**config.mk**
```make
export PLATFORM = sky130hd
export DESIGN_NAME = burst_addr_seq
export DESIGN_NICKNAME = d
export VERILOG_FILES = /design/src/rtl/burst_seq_pkg.sv /design/src/rtl/bseq_beat_ctr.sv /design/src/rtl/bseq_order_map.sv /design/src/rtl/burst_addr_seq.sv
export SDC_FILE = /design/constraint.sdc
export NUM_CORES = 1
export LEC_CHECK = 0
export BUFFER_PORTS_ARGS = -buffer_cell sky130_fd_sc_hd__buf_2
export CAP_MARGIN = 20
export CELL_PAD_IN_SITES_DETAIL_PLACEMENT = 1
export CELL_PAD_IN_SITES_GLOBAL_PLACEMENT = 1
export CORE_AREA = 2 2 39 41
export CTS_CLUSTER_DIAMETER = 200
export DETAILED_ROUTE_END_ITERATION = 12
export DIE_AREA = 0 0 41 43
export PLACE_DENSITY = 0.59
export SYNTH_ARGS = -nofsm -noshare
export SYNTH_HDL_FRONTEND = slang
export SYNTH_SLANG_ARGS = --single-unit
export TNS_END_PERCENT = 20
```
**constraint.sdc**
```tcl
create_clock -name clk -period 1.2 [get_ports clk]
set_clock_uncertainty 0.05 [all_clocks]
set_input_delay 0.18 -clock clk [delete_from_list [all_inputs] [get_ports clk]]
set_output_delay 0.18 -clock clk [all_outputs]
set_load 0.05 [all_outputs]
```
**src/rtl/burst_seq_pkg.sv**
```systemverilog
package burst_seq_pkg;
  typedef enum logic {
    ORDER_XOR = 1'b0,
    ORDER_LIN = 1'b1
  } order_t;
endpackage

```
**src/rtl/bseq_beat_ctr.sv**
```systemverilog
module bseq_beat_ctr #(
  parameter int OFS_W = 2
) (
  input  logic             clk,
  input  logic             rst,
  input  logic             load,
  input  logic             step_n,
  output logic [OFS_W-1:0] beat,
  output logic             last
);
  localparam logic [OFS_W-1:0] LAST_IDX = '1;

  logic [OFS_W-1:0] beat_q;
  logic [OFS_W-1:0] beat_inc;
  logic             last_q;

  assign beat_inc = beat_q + 1'b1;

  always_ff @(posedge clk) begin
    if (rst) begin
      beat_q <= '0;
      last_q <= 1'b0;
    end else if (load) begin
      beat_q <= '0;
      last_q <= 1'b0;
    end else if (!step_n) begin
      beat_q <= beat_inc;
      last_q <= (beat_inc == LAST_IDX);
    end
  end

  assign beat = beat_q;
  assign last = last_q;


  last_matches_idx_chk: assert property (@(posedge clk) disable iff (rst)
    last_q == (beat_q == LAST_IDX));
endmodule

```
**src/rtl/bseq_order_map.sv**
```systemverilog
module bseq_order_map
  import burst_seq_pkg::*;
#(
  parameter int OFS_W = 2
) (
  input  logic [OFS_W-1:0] base,
  input  logic [OFS_W-1:0] beat,
  input  order_t           order,
  output logic [OFS_W-1:0] ofs
);
  logic [OFS_W-1:0] ofs_xor;
  logic [OFS_W-1:0] ofs_lin;

  genvar g;
  generate
    for (g = 0; g < OFS_W; g++) begin : g_xor_bit
      assign ofs_xor[g] = base[g] ^ beat[g];
    end
  endgenerate

  assign ofs_lin = base + beat;

  always_comb begin
    unique case (order)
      ORDER_LIN: ofs = ofs_lin;
      default:   ofs = ofs_xor;
    endcase
  end
endmodule

```
**src/rtl/burst_addr_seq.sv**
```systemverilog
module burst_addr_seq
  import burst_seq_pkg::*;
#(
  parameter int OFS_W = 2
) (
  input  logic             clk,
  input  logic             rst,
  input  logic             load,
  input  logic [OFS_W-1:0] start_addr,
  input  logic             step_n,
  input  logic             order_lin,
  output logic [OFS_W-1:0] offset,
  output logic             last_beat
);
  logic [OFS_W-1:0] base_q;
  order_t           order_q;
  logic [OFS_W-1:0] beat;
  logic             last;

  always_ff @(posedge clk) begin
    if (rst) begin
      base_q  <= '0;
      order_q <= ORDER_XOR;
    end else if (load) begin
      base_q  <= start_addr;
      order_q <= order_t'(order_lin);
    end
  end

  bseq_beat_ctr #(.OFS_W(OFS_W)) u_ctr (
    .clk    (clk),
    .rst    (rst),
    .load   (load),
    .step_n (step_n),
    .beat   (beat),
    .last   (last)
  );

  bseq_order_map #(.OFS_W(OFS_W)) u_map (
    .base  (base_q),
    .beat  (beat),
    .order (order_q),
    .ofs   (offset)
  );

  assign last_beat = last;


  load_capture_chk: assert property (@(posedge clk) disable iff (rst)
    load |=> (offset == $past(start_addr)) && !last_beat);


  pause_hold_chk: assert property (@(posedge clk) disable iff (rst)
    (!load && step_n) |=> $stable(offset) && $stable(last_beat));


  lin_step_chk: assert property (@(posedge clk) disable iff (rst)
    (!load && !step_n && order_q == ORDER_LIN) |=>
      offset == OFS_W'($past(offset) + 1'b1));


  xor_step_chk: assert property (@(posedge clk) disable iff (rst)
    (!load && !step_n && order_q == ORDER_XOR) |=>
      (offset ^ $past(offset)) == (OFS_W'($past(beat) + 1'b1) ^ $past(beat)));


  wrap_clear_chk: assert property (@(posedge clk) disable iff (rst)
    (last_beat && !load && !step_n) |=> !last_beat);
endmodule

```
# Yosys cells after proc, flatten, opt, wreduce, memory -nomap -nowiden
# Index checks and enable logic that the tools add are counted.
# op_classes
bitwise	2
muxes	1
n_reduce_logical	1
n_eq_ne	1
addsub	2
# ops
cell	count
adder 2 x 1 -> 2 bit, second input constant	1
adder 2 bit	1
== test 2 bit, second input constant	1
2-to-1 mux 2 bit	1
OR reduction 2 bit	1
bitwise XOR 1 bit	2
# word_totals
output_inout_bits	3
reg_bits	6
input_bits	7

# Longest topological paths before layout
# Gate-level depths: netlist of run 1.
# logic_depth
word_depth	2
depth_mapped	4
ltp_nobuf	4

# Cells and area by module
# From an unflattened synthesis of run 1, not the netlist that was laid out.
# unflattened
hier_cells	25
area_unflattened_um2	262.8
# modules_own_cells
module	cells_per_inst	instances	seq_area_each_um2	area_per_inst_um2
bseq_beat_ctr	12	1	60.1	127.6
burst_addr_seq	9	1	60.1	101.3
bseq_order_map	4	1	0.0	33.8

# Worst setup path after synthesis of run 1
# Ideal clock, no wire load.
# synth_path
path_type	reg2out
startpoint	register u_ctr.beat_q[0], in the netlist u_ctr.beat[0]
endpoint	output offset[1]
path_slack_ps	-391
n_path_buf	0
t_required_ps	970
t_arrival_ps	1361
path_stages_with_launch	4
cell_sequence	dfxtp_1 ha_1 nand2_1 xnor2_1
# synth_via
elab_chain_cells	2
# synth_lines
item	line_no	source
from (decl)	bseq_beat_ctr.sv:13	logic [OFS_W-1:0] beat_q;
from (signal assigned)	bseq_beat_ctr.sv:27	beat_q <= beat_inc;
adder 2 bit	bseq_order_map.sv:21	assign ofs_lin = base + beat;
2-to-1 mux 2 bit	bseq_order_map.sv:24	unique case (order)
to (decl)	burst_addr_seq.sv:12	output logic [OFS_W-1:0] offset,
# Every way passes these cells.

# Worst setup path after layout of run 1
# layout_path
startpoint	register u_ctr.beat_q[1], in the netlist u_ctr.beat[1]
endpoint	output offset[1]
# layout_via
elab_chain_cells	2
# layout_lines
item	line_no
adder 2 bit / bitwise XOR 1 bit (equally long branches)	bseq_order_map.sv:21, bseq_order_map.sv:17
2-to-1 mux 2 bit *	bseq_order_map.sv:24
# Every way passes the cells marked *; elsewhere a longest branch is shown, timed or not.

==> impl_summary.log, run 1 <==
[metrics] final count of negative-setup-slack endpoints: 3
[metrics] Final Max Tran Viols: 0
[metrics] most frequent standard cell in the layout excluding fill and tap cells: buf_2
[metrics] endpoint kind of the worst setup timing path: primary output
[metrics] maximum number of pins on one net before global-route repair: 7
[metrics] final RePlAce weighted congestion: 0.617
[metrics] kind of launch point of the worst setup path: flop
[metrics] fraction of final layout cells with drive strength greater than 1: 0.600
[metrics] largest driver fanout on the critical path: 2
[metrics] TritonCTS Buffers: 3
[metrics] first-pass GRT wire length: 1150 microns
[metrics] violations in the final reports: setup timing
[metrics] outcome: complete, but fails checks
[metrics] final design instance area without fill: 463 sq um
[metrics] Area Overhead vs Synth: 72.9%
[metrics] layer with the highest usage after global routing: met2
[metrics] slew at the pin with the worst max-slew slack: 248 ps
[metrics] number of DRC violations after detailed-routing iteration 0: 1
[metrics] DIE WIDTH: 41 microns
[metrics] synthesis warning total: 0
[metrics] post-layout min period: 1360 ps
[metrics] root cell of the clock tree: clkbuf_4
[metrics] Global Route met1 Usage: 0.0885
[metrics] adder-cell area share of the yosys netlist: 0.0935
[metrics] Sequential cell area: 133 sq um
[metrics] initial cell density of the core: 0.193
[metrics] clock latency of the later-clocked register in the worst-skew pair: 240 ps
[metrics] Tcrit/Tclk final: 1.13
[metrics] top-level I/O count: 10
[metrics] nets: 51
[metrics] average footprint of a synthesized cell: 10.3 sq um
[metrics] Peak Freq: around 740 MHz
[metrics] maximum root-to-sink buffer count: 2
[metrics] Core Area: 1380 sq um
[metrics] leakage power: 0.216 nW
[metrics] count of nets left with antenna violations after detail routing: 0
[metrics] number of rows created at floorplan: 14
[metrics] RSZ-0062 raised after global routing: yes
[metrics] count of unique library cells instantiated by Yosys: 12
[metrics] data arrival time of the critical path: 1130 ps
[metrics] total count of hold-check failures in the final report: 0
[metrics] met2 track demand over resource: 0.191
[metrics] H-tree depth: 1
[metrics] maximum vdd drop: around 600 uV
[metrics] xor and xnor area share after synthesis: 0.0981
[metrics] clock tree from TritonCTS: yes
[metrics] Area after DPL: 362 sq um
[metrics] critical path data required time: 970 ps
[metrics] dominant combinational cell family by area after synthesis: multiplexers
[metrics] die outline area: between 1500 and 2000 sq um
[metrics] Post-Synthesis Net Count: 35
[metrics] vertical die dimension: approximately 43 microns
[metrics] Via density: 4.18
[metrics] combined global-route utilization of all metal layers: 0.108
[metrics] area fraction in and, or, nand and nor cells after synthesis: 0.131
[metrics] number of design rule violations left after detail routing: 0
[metrics] number of diodes added for antenna fixing: 0
[metrics] Buffers on Ports: 9
[metrics] global-route congestion overflow total: 0
[metrics] post-route worst setup slack: -158 ps
[metrics] fraction of synthesized area in multiplexers: 0.150
[metrics] category of the critical setup timing path: flop to primary output
[metrics] post-synthesis instance area: 268 sq um
[metrics] met3 track demand over resource in global routing: 0.0524
[metrics] drt wl/cell: 12.1 microns
[metrics] total detailed-routing wirelength: 677 microns
[metrics] Multi-input gate area: 196 sq um
[metrics] CTS Hold Bufs: 0
[metrics] number of filler cells placed in the layout: 166
[metrics] post-synthesis register bit count: 6
[metrics] synthesized-area fraction occupied by ao, oa, aoi and oai cells: 0.0467
[metrics] HP Class: input port to flop
[metrics] sequential share of the synthesized area: 0.449
[metrics] number of detailed-routing iterations run before antenna repair: 2
[metrics] HPWL reported at the end of detailed placement: 473 microns
[metrics] via count: 234
[metrics] share of the core filled with cells: 0.335
[metrics] number of antenna violations at the first check in global routing: 0
[metrics] Synth Instances: 26
[metrics] most frequent cells in the layout: 7 x buf_2, 4 x mux2i_1, 3 x nor2_1, 3 x dfxtp_4, 3 x clkbuf_4
[metrics] Max transition margin: 0.836
[metrics] clock transition time at the flip-flop clock pins of the worst setup and hold paths: 50 ps
[metrics] clock net sink count: 6
[metrics] max-cap violation count: 0
[metrics] total power divided by cell area: 1090 nW/um^2
[metrics] via count of the first global-routing pass: 261
==> state kept, by name (all words and copies together) (netlist names) <==
register,flops
u_ctr.beat,2
u_ctr.last,1
base_q,2
order_q,1
==> critical path, cell delays in order, from the launching register on <==
cell,delay [ps]
dfxtp_4,360
xor2_4,220
xnor2_4,140
buf_6,170
==> worst paths after layout <==
check,from,to,slack [ps],depth (start not counted)
setup / recovery,u_ctr.beat[1],offset[1],-160,3
hold / removal,rst,u_ctr.beat[1],120,2
setup reg to reg,u_ctr.beat[0],u_ctr.beat[1],-90,5
hold reg to reg,base_q[0],base_q[0],480,2
==> through the flow <==
| step | setup WS, ps | hold slack, ps | power [W] | cells | setup TNS (ps) |
|---|---|---|---|---|---|
| after floorplan | 14.5 | 195 | 0.000275 | 26 | 0 |
| after global placement | -123 | 367 | 0.000297 | 52 | -153 |
| after detailed placement | -143 | 379 | 0.000301 | 52 | -183 |
| after CTS | -166 | 114 | 0.000518 | 56 | -288 |
| after global routing | -213 | 122 | 0.000543 | 56 | -390 |
| final | -158 | 122 | 0.000505 | 56 | -271 |
==> routing by layer <==
metal  up-vias  routed length [microns]
met2         7                      443
met4         0                        0
li1        113                        -
met1       114                      188
met5         -                        0
met3         0                       45
==> power breakdown <==
| group | leakage, nW | switching (W) | internal (W) |
|---|---|---|---|
| sequential | 0.0516 | 0.0000108 | 0.000206 |
| combinational | 0.150 | 0.0000538 | 0.0000516 |
| clock | 0.0138 | 0.0000702 | 0.000113 |
==> cell type report <==
type                       instances  share of cell area
multi-input combinational         18               0.424
tap                               16              0.0432
clock buffer                       3              0.0486
timing repair buffer              12               0.189
inverter                           1             0.00811
sequential                         6               0.286
==> what timing repair did <==
action                                  in CTS  in global routing
buffers inserted                             1                  0
pin swaps                                    3                  2
cloned                                       0                  0
endpoints found under the setup margin       3                  3
gates resized for setup                     17                  2
==> cell usage after synthesis <==
cell      instances  area [sq um]
nand2_1           2          7.51
a211oi_2          1          12.5
ha_1              2          25.0
xnor2_1           1          8.76
nor2_1            3          11.3
or2_1             1          6.26
dfxtp_1           6           120
mux2i_1           4          40.0
inv_1             1          3.75
buf_2             1          5.00
xor2_1            2          17.5
nor3_1            2          10.0
==> kinds of logic (layout without fill, tap and decap cells) <==
| group | after synthesis | in the layout |
|---|---|---|
| AND/OR/NAND/NOR | 8 | 8 |
| flip-flops | 6 | 6 |
| multiplexers | 4 | 4 |
| XOR/XNOR | 3 | 3 |
| adder cells (fa/ha/maj) | 2 | 2 |
| buffers and inverters | 2 | 16 |
| AO/OA/AOI/OAI | 1 | 1 |
(Power assumes the default switching activity.)
==> run 2, diff against run 1 <==
--- a/config.mk
+++ b/config.mk
@@ -13,6 +13,7 @@
 export CTS_CLUSTER_DIAMETER = 200
 export DETAILED_ROUTE_END_ITERATION = 12
 export DIE_AREA = 0 0 41 43
+export HOLD_SLACK_MARGIN = 0.15
 export PLACE_DENSITY = 0.59
 export SYNTH_ARGS = -nofsm -noshare
 export SYNTH_HDL_FRONTEND = slang
==> constraint.sdc (replaced) <==
create_clock -name clk -period 1.2 [get_ports clk]
set_clock_uncertainty 0.05 [all_clocks]
set_input_delay 0.12 -clock clk [delete_from_list [all_inputs] [get_ports clk]]
set_output_delay 0.12 -clock clk [all_outputs]
set_load 0.05 [all_outputs]
==> impl_summary.log, run 2 (synthesis gave the netlist of run 1 again) <==
[metrics] initial cell density of the core: 0.193 (unchanged)
[metrics] total count of hold-check failures in the final report: 0 (unchanged)
[metrics] Cell Chain, Critical Path: buf_4, ha_1, or2_1, a211oi_2
[metrics] clock tree from TritonCTS: yes
[metrics] largest driver fanout on the critical path: 2 (unchanged)
[metrics] total power divided by cell area: 1030 nW/um^2 (-5.6%)
[metrics] number of filler cells placed in the layout: 156 (-6.0%)
[metrics] kind of launch point of the worst setup path: flop
[metrics] HPWL reported at the end of detailed placement: 449 microns (-5.0%)
[metrics] data arrival time of the critical path: 1430 ps (+300 ps)
[metrics] most frequent standard cell in the layout excluding fill and tap cells: buf_2
[metrics] Max transition margin: 0.836 (about the same)
[metrics] first-pass GRT wire length: 1190 microns (+3.6%)
[metrics] max-cap violation count: 0 (unchanged)
[metrics] count of nets left with antenna violations after detail routing: 0 (unchanged)
[metrics] number of diodes added for antenna fixing: 0 (unchanged)
[metrics] maximum number of pins on one net before global-route repair: 7 (unchanged)
[metrics] Multi-input gate area: 196 sq um (unchanged)
[metrics] post-CTS setup repair buffer count: 0 (-1)
[metrics] outcome: complete, but fails checks
[metrics] Final Max Tran Viols: 0 (unchanged)
[metrics] part of the power in combinational logic: 0.220 (+0.011)
[metrics] maximum vdd drop: 381 uV (-36%)
[metrics] slowest cell delay on critical path: 360 ps (about the same)
[metrics] critical path data required time: 1320 ps (+350 ps)
[metrics] count of non-filler cells in the finished layout: 61 (+8.9%)
[metrics] via count: 258 (+10%)
[metrics] endpoint kind of the worst setup timing path: flop
[metrics] top-level I/O count: 10 (unchanged)
[metrics] Sequential cell area: 133 sq um (unchanged)
[metrics] violations in the final reports: setup timing
[metrics] Worst Hold Path Cells: 2 (unchanged)
[metrics] post-route worst setup slack: -112 ps (+45.7 ps)
[metrics] number of design rule violations left after detail routing: 0 (unchanged)
[metrics] RR Endpoint: u_ctr.beat[1]
[metrics] number of detailed-routing iterations run before antenna repair: 1 (-1)
[metrics] Tcrit/Tclk final: 1.09 (-0.0381)
[metrics] cell with the largest stage delay on the worst path: dfxtp_4
[metrics] leakage power: 0.234 nW (+8.4%)
[metrics] vertical die dimension: 43 microns (unchanged)
[metrics] drt wl/cell: 11.2 microns (-7.2%)
[metrics] final RePlAce weighted congestion: 0.609 (-1.2%)
[metrics] DIE WIDTH: 41 microns (unchanged)
[metrics] overall power after layout: 0.000527 W (+4.4%)
[metrics] Worst R2R Setup Slack: -110 ps (-20 ps)
[metrics] combined global-route utilization of all metal layers: 0.112 (+0.00393)
[metrics] Placement Setup Slack: -83.5 ps (+59.5 ps)
[metrics] Buffers on Ports: 9 (unchanged)
[metrics] category of the critical setup timing path: flop to flop
[metrics] P_sw: 0.000147 W (+8.8%)
[metrics] final design instance area without fill: 512 sq um (+11%)
[metrics] TritonCTS Buffers: 3 (unchanged)
[metrics] number of antenna violations at the first check in global routing: 0 (unchanged)
[metrics] share of power burned in the clock network: 0.370 (+0.007)
[metrics] final count of negative-setup-slack endpoints: 2 (-1)
[metrics] Worst Hold End: base_q[0]
[metrics] number of rows created at floorplan: 14 (unchanged)
[metrics] fraction of final layout cells with drive strength greater than 1: 0.511 (-0.0889)
[metrics] depth of the worst register-to-register path: 4 (-1)
[metrics] total detailed-routing wirelength: 684 microns (+1.0%)
[metrics] power share of the sequential group: 0.410 (-0.019)
[metrics] number of placed instances, taps included: 52 (unchanged)
[metrics] most frequent cells in the layout: 7 x buf_2, 6 x dlygate4sd3_1, 4 x mux2i_1
[metrics] launch point of the worst reg-to-reg path: u_ctr.beat[1]
[metrics] number of DRC violations after detailed-routing iteration 0: 0 (-1)
[metrics] hold path start: base_q[0]
[metrics] Peak Freq: 762 MHz (+3.5%)
[metrics] via count of the first global-routing pass: 261 (unchanged)
[metrics] root cell of the clock tree: clkbuf_4
[metrics] Core Area: 1380 sq um (unchanged)
[metrics] Area Overhead vs Synth: 91.1%
[metrics] Via density: 4.23 (+1.2%)
[metrics] H-tree depth: 1 (unchanged)
[metrics] Area after DPL: 362 sq um (unchanged)
[metrics] clock latency of the later-clocked register in the worst-skew pair: 250 ps (about the same)
[metrics] clock net sink count: 6 (unchanged)
[metrics] nets: 56 (+9.8%)
[metrics] die outline area: 1760 sq um (unchanged)
[metrics] internal power: 0.000380 W (+2.7%)
[metrics] clock transition time at the flip-flop clock pins of the worst setup and hold paths: 40 ps (about the same)
[metrics] Sw Share: 0.278 (+0.0114)
[metrics] HP Class: flop to flop
[metrics] slew at the pin with the worst max-slew slack: 247 ps (-0.383 ps)
[metrics] global-route congestion overflow total: 0 (unchanged)
[metrics] maximum root-to-sink buffer count: 2 (unchanged)
[metrics] RSZ-0062 raised after global routing: yes
[metrics] post-layout min period: 1310 ps (-45.7 ps)
run 2: cell count changes in the layout (fill, tap and decap cells not counted), sizes merged:
cell,delta
buf,-1
dlygate4sd3,+6
run 2: power groups by stage:
stage / logic, W / clock network, W / registers (W)
after CTS: 0.000113 / 0.000202 / 0.000217
after global routing: 0.000124 / 0.000224 / 0.000217
final: 0.000116 / 0.000195 / 0.000216
after floorplan: 0.0000581 / 0 / 0.000217
after detailed placement: 0.0000824 / 0 / 0.000217
after global placement: 0.0000799 / 0 / 0.000217
run 2: timing repair:
item,CTS,global route
pin swaps,3,1
endpoints found under the setup margin,3,2
gates resized for setup,16,2
endpoints found under the hold margin,6,0
hold buffers,6,0
run 2: how the worst max path moves through the flow:
stage	start	to	cells past startpoint
6_report	u_ctr.beat[1]	u_ctr.beat[1]	4
5_1_grt	base_q[1]	offset[1]	3
4_1_cts	u_ctr.beat[0]	offset[1]	4
3_5_place_dp	base_q[1]	offset[1]	3
3_3_place_gp	u_ctr.beat[1]	offset[1]	3
2_1_floorplan	u_ctr.beat[0]	u_ctr.beat[1]	4
run 2: layout make-up:
cell class,instances,area share
Multi-Input combinational cell,18,0.384
Inverter,1,0.00733
Sequential cell,6,0.259
Timing Repair Buffer,17,0.267
Clock buffer,3,0.0440
Tap cell,16,0.0391
run 2: stage by stage:
step | hold slack, ps | utilization | TNS, ps
4_1_cts | 483 | 0.365 | -220
2_1_floorplan | 135 | - | 0
6_report | 476 | 0.370 | -215
3_5_place_dp | 323 | 0.261 | -123
3_3_place_gp | 307 | 0.261 | -97.2
5_1_grt | 526 | 0.370 | -283
run 2: critical path: cells and delay by family (launching register included):
| family | cells | cell delay [ps] |
|---|---|---|
| adders and majority gates | 1 | 260 |
| AOI/OAI and AO/OA | 1 | 200 |
| DFF | 1 | 360 |
| buffers and inverters | 1 | 140 |
| and+or+nand+nor | 1 | 220 |
run 2: metal layers:
metal,up-vias,GRT usage,routed length [microns]
li1,123,-,-
met1,125,0.105,219
met2,8,0.172,405
met3,2,0.0471,36
met4,0,0.100,22
met5,-,0,0
==> run 3, diff against run 2 <==
--- a/config.mk
+++ b/config.mk
@@ -14,7 +14,8 @@
 export DETAILED_ROUTE_END_ITERATION = 12
 export DIE_AREA = 0 0 41 43
 export HOLD_SLACK_MARGIN = 0.15
-export PLACE_DENSITY = 0.59
+export PLACE_DENSITY_LB_ADDON = 0.15
+export SKIP_LAST_GASP = 1
 export SYNTH_ARGS = -nofsm -noshare
 export SYNTH_HDL_FRONTEND = slang
 export SYNTH_SLANG_ARGS = --single-unit
==> impl_summary.log, run 3 (synthesis gave the netlist of run 1 again) <==
[metrics] outcome: complete, but fails checks
[metrics] violations in the final reports: setup timing
[metrics] leakage power: 0.226 nW (-3.2%)
[metrics] total detailed-routing wirelength: 569 microns (-17%)
[metrics] maximum vdd drop: 496 uV (+30%)
[metrics] final RePlAce weighted congestion: 0.668 (+9.6%)
[metrics] fraction of final layout cells with drive strength greater than 1: 0.500 (-0.0111)
[metrics] initial cell density of the core: 0.193 (unchanged)
[metrics] total negative setup slack: -158 ps (+57.2 ps)
[metrics] Area Overhead vs Synth: 83.6%
[metrics] top-level I/O count: 10 (unchanged)
[metrics] number of filler cells placed in the layout: 157 (+0.64%)
[metrics] number of antenna violations at the first check in global routing: 0 (unchanged)
[metrics] Final Max Tran Viols: 0 (unchanged)
[metrics] DIE WIDTH: 41 microns (unchanged)
[metrics] most frequent standard cell in the layout excluding fill and tap cells: buf_2
[metrics] category of the critical setup timing path: flop to primary output
[metrics] clock net sink count: 6 (unchanged)
[metrics] number of rows created at floorplan: 14 (unchanged)
[metrics] final count of negative-setup-slack endpoints: 3 (+1)
[metrics] post-layout min period: 1290 ps (-24.5 ps)
[metrics] RSZ-0062 raised after global routing: yes
[metrics] maximum number of pins on one net before global-route repair: 7 (unchanged)
[metrics] Placement Setup Slack: -101 ps (-17.3 ps)
[metrics] kind of launch point of the worst setup path: flop
[metrics] number of DRC violations after detailed-routing iteration 0: 0 (unchanged)
[metrics] die outline area: 1760 sq um (unchanged)
[metrics] critical path data required time: 1030 ps (-290 ps)
[metrics] number of detailed-routing iterations run before antenna repair: 1 (unchanged)
[metrics] Peak Freq: 776 MHz (+1.9%)
[metrics] drt wl/cell: 9.48 microns (-15%)
[metrics] count of non-filler cells in the finished layout: 60 (-1.6%)
[metrics] maximum root-to-sink buffer count: 2 (unchanged)
[metrics] most frequent cells in the layout: 8 x buf_2, 6 x dlygate4sd3_1, 4 x mux2i_1
[metrics] max-cap violation count: 0 (unchanged)
[metrics] clock transition time at the flip-flop clock pins of the worst setup and hold paths: 40 ps (about the same)
[metrics] nets: 55 (-1.8%)
[metrics] Buffers on Ports: 9 (unchanged)
[metrics] Core Area: 1380 sq um (unchanged)
[metrics] slew at the pin with the worst max-slew slack: 251 ps (+4.06 ps)
[metrics] Via density: 3.95 (-6.6%)
[metrics] number of placed instances, taps included: 51 (-1.9%)
[metrics] combined global-route utilization of all metal layers: 0.0944 (-0.0176)
[metrics] first-pass GRT wire length: 1070 microns (-10%)
[metrics] number of design rule violations left after detail routing: 0 (unchanged)
[metrics] via count of the first global-routing pass: 276 (+5.7%)
[metrics] number of diodes added for antenna fixing: 0 (unchanged)
[metrics] data arrival time of the critical path: 1120 ps (-310 ps)
[metrics] total power divided by cell area: 1020 nW/um^2 (-0.51%)
[metrics] vertical die dimension: 43 microns (unchanged)
[metrics] Max transition margin: 0.834 (-0.00269)
[metrics] via count: 237 (-8.1%)
[metrics] largest driver fanout on the critical path: 3 (+1)
[metrics] total count of hold-check failures in the final report: 0 (unchanged)
[metrics] count of nets left with antenna violations after detail routing: 0 (unchanged)
[metrics] TritonCTS Buffers: 3 (unchanged)
[metrics] Tcrit/Tclk final: 1.07 (-0.0204)
[metrics] endpoint kind of the worst setup timing path: primary output
[metrics] HP Class: flop to flop
[metrics] H-tree depth: 1 (unchanged)
[metrics] clock tree from TritonCTS: yes
[metrics] clock latency of the later-clocked register in the worst-skew pair: 240 ps (about the same)
[metrics] root cell of the clock tree: clkbuf_4
[metrics] post-route worst setup slack: -87.9 ps (+24.5 ps)
[metrics] final-layout worst hold slack: 479 ps (+3.40 ps)
[metrics] global-route congestion overflow total: 0 (unchanged)
run 3: changes by cell type in the layout (fill, tap and decap cells not counted):
cell | previous run | this run
buf_2 | 7 | 8
buf_4 | 2 | 1
dfxtp_4 | 3 | 2
dfxtp_2 | 1 | 2
buf_8 | 1 | 0
run 3: worst paths after layout:
check	end	cells past startpoint	from	slack [ps]
worst max-delay path	offset[1]	3	u_ctr.beat[1]	-90
worst max register to register	u_ctr.beat[1]	4	u_ctr.beat[0]	-20
worst min register to register	u_ctr.beat[1]	2	u_ctr.beat[1]	480
worst min-delay path	u_ctr.beat[1]	2	u_ctr.beat[1]	480
run 3: power breakdown:
group / switching, W / internal [W] / leakage [nW]
clock network: 0.0000703 / 0.000113 / 0.0138
registers: 0.0000103 / 0.000207 / 0.0513
logic: 0.0000520 / 0.0000514 / 0.161
run 3: worst max-delay path: stages (launching register included):
cell and delay [ps]:
dfxtp_4 360, xor2_4 190, xnor2_4 150, buf_6 170
run 3: timing repair:
action                     CTS  global route
hold buffers                 6             0
pin swaps                    1             1
setup endpoints to repair    3             3
hold endpoints to repair     6             0
buffers inserted             0             0
gates cloned                 0             0
gates resized for setup     14             0
run 3: final cells by class:
| class | count | area (sq um) | share of cell area |
|---|---|---|---|
| Timing Repair Buffer | 16 | 119 | 0.242 |
| Clock buffer | 3 | 22.5 | 0.0458 |
| Multi-Input combinational cell | 18 | 196 | 0.399 |
| Tap cell | 16 | 20.0 | 0.0407 |
| Sequential cell | 6 | 130 | 0.265 |
| Inverter | 1 | 3.75 | 0.00763 |
run 3: stage by stage:
step	power [W]	instance area, sq um	util
detailed placement	0.000298	354	0.256
finish	0.000504	492	0.355
global placement	0.000297	354	0.256
floorplan	0.000275	287	-
CTS	0.000517	492	0.355
global route	0.000542	492	0.355
run 3: metal layers:
metal	vias to the layer above	part of all wire	track usage
met1	107	0.46	0.113
met5	-	0	0
met2	6	0.50	0.128
li1	124	-	-
met4	0	0	0.100
met3	0	0.037	0.0157
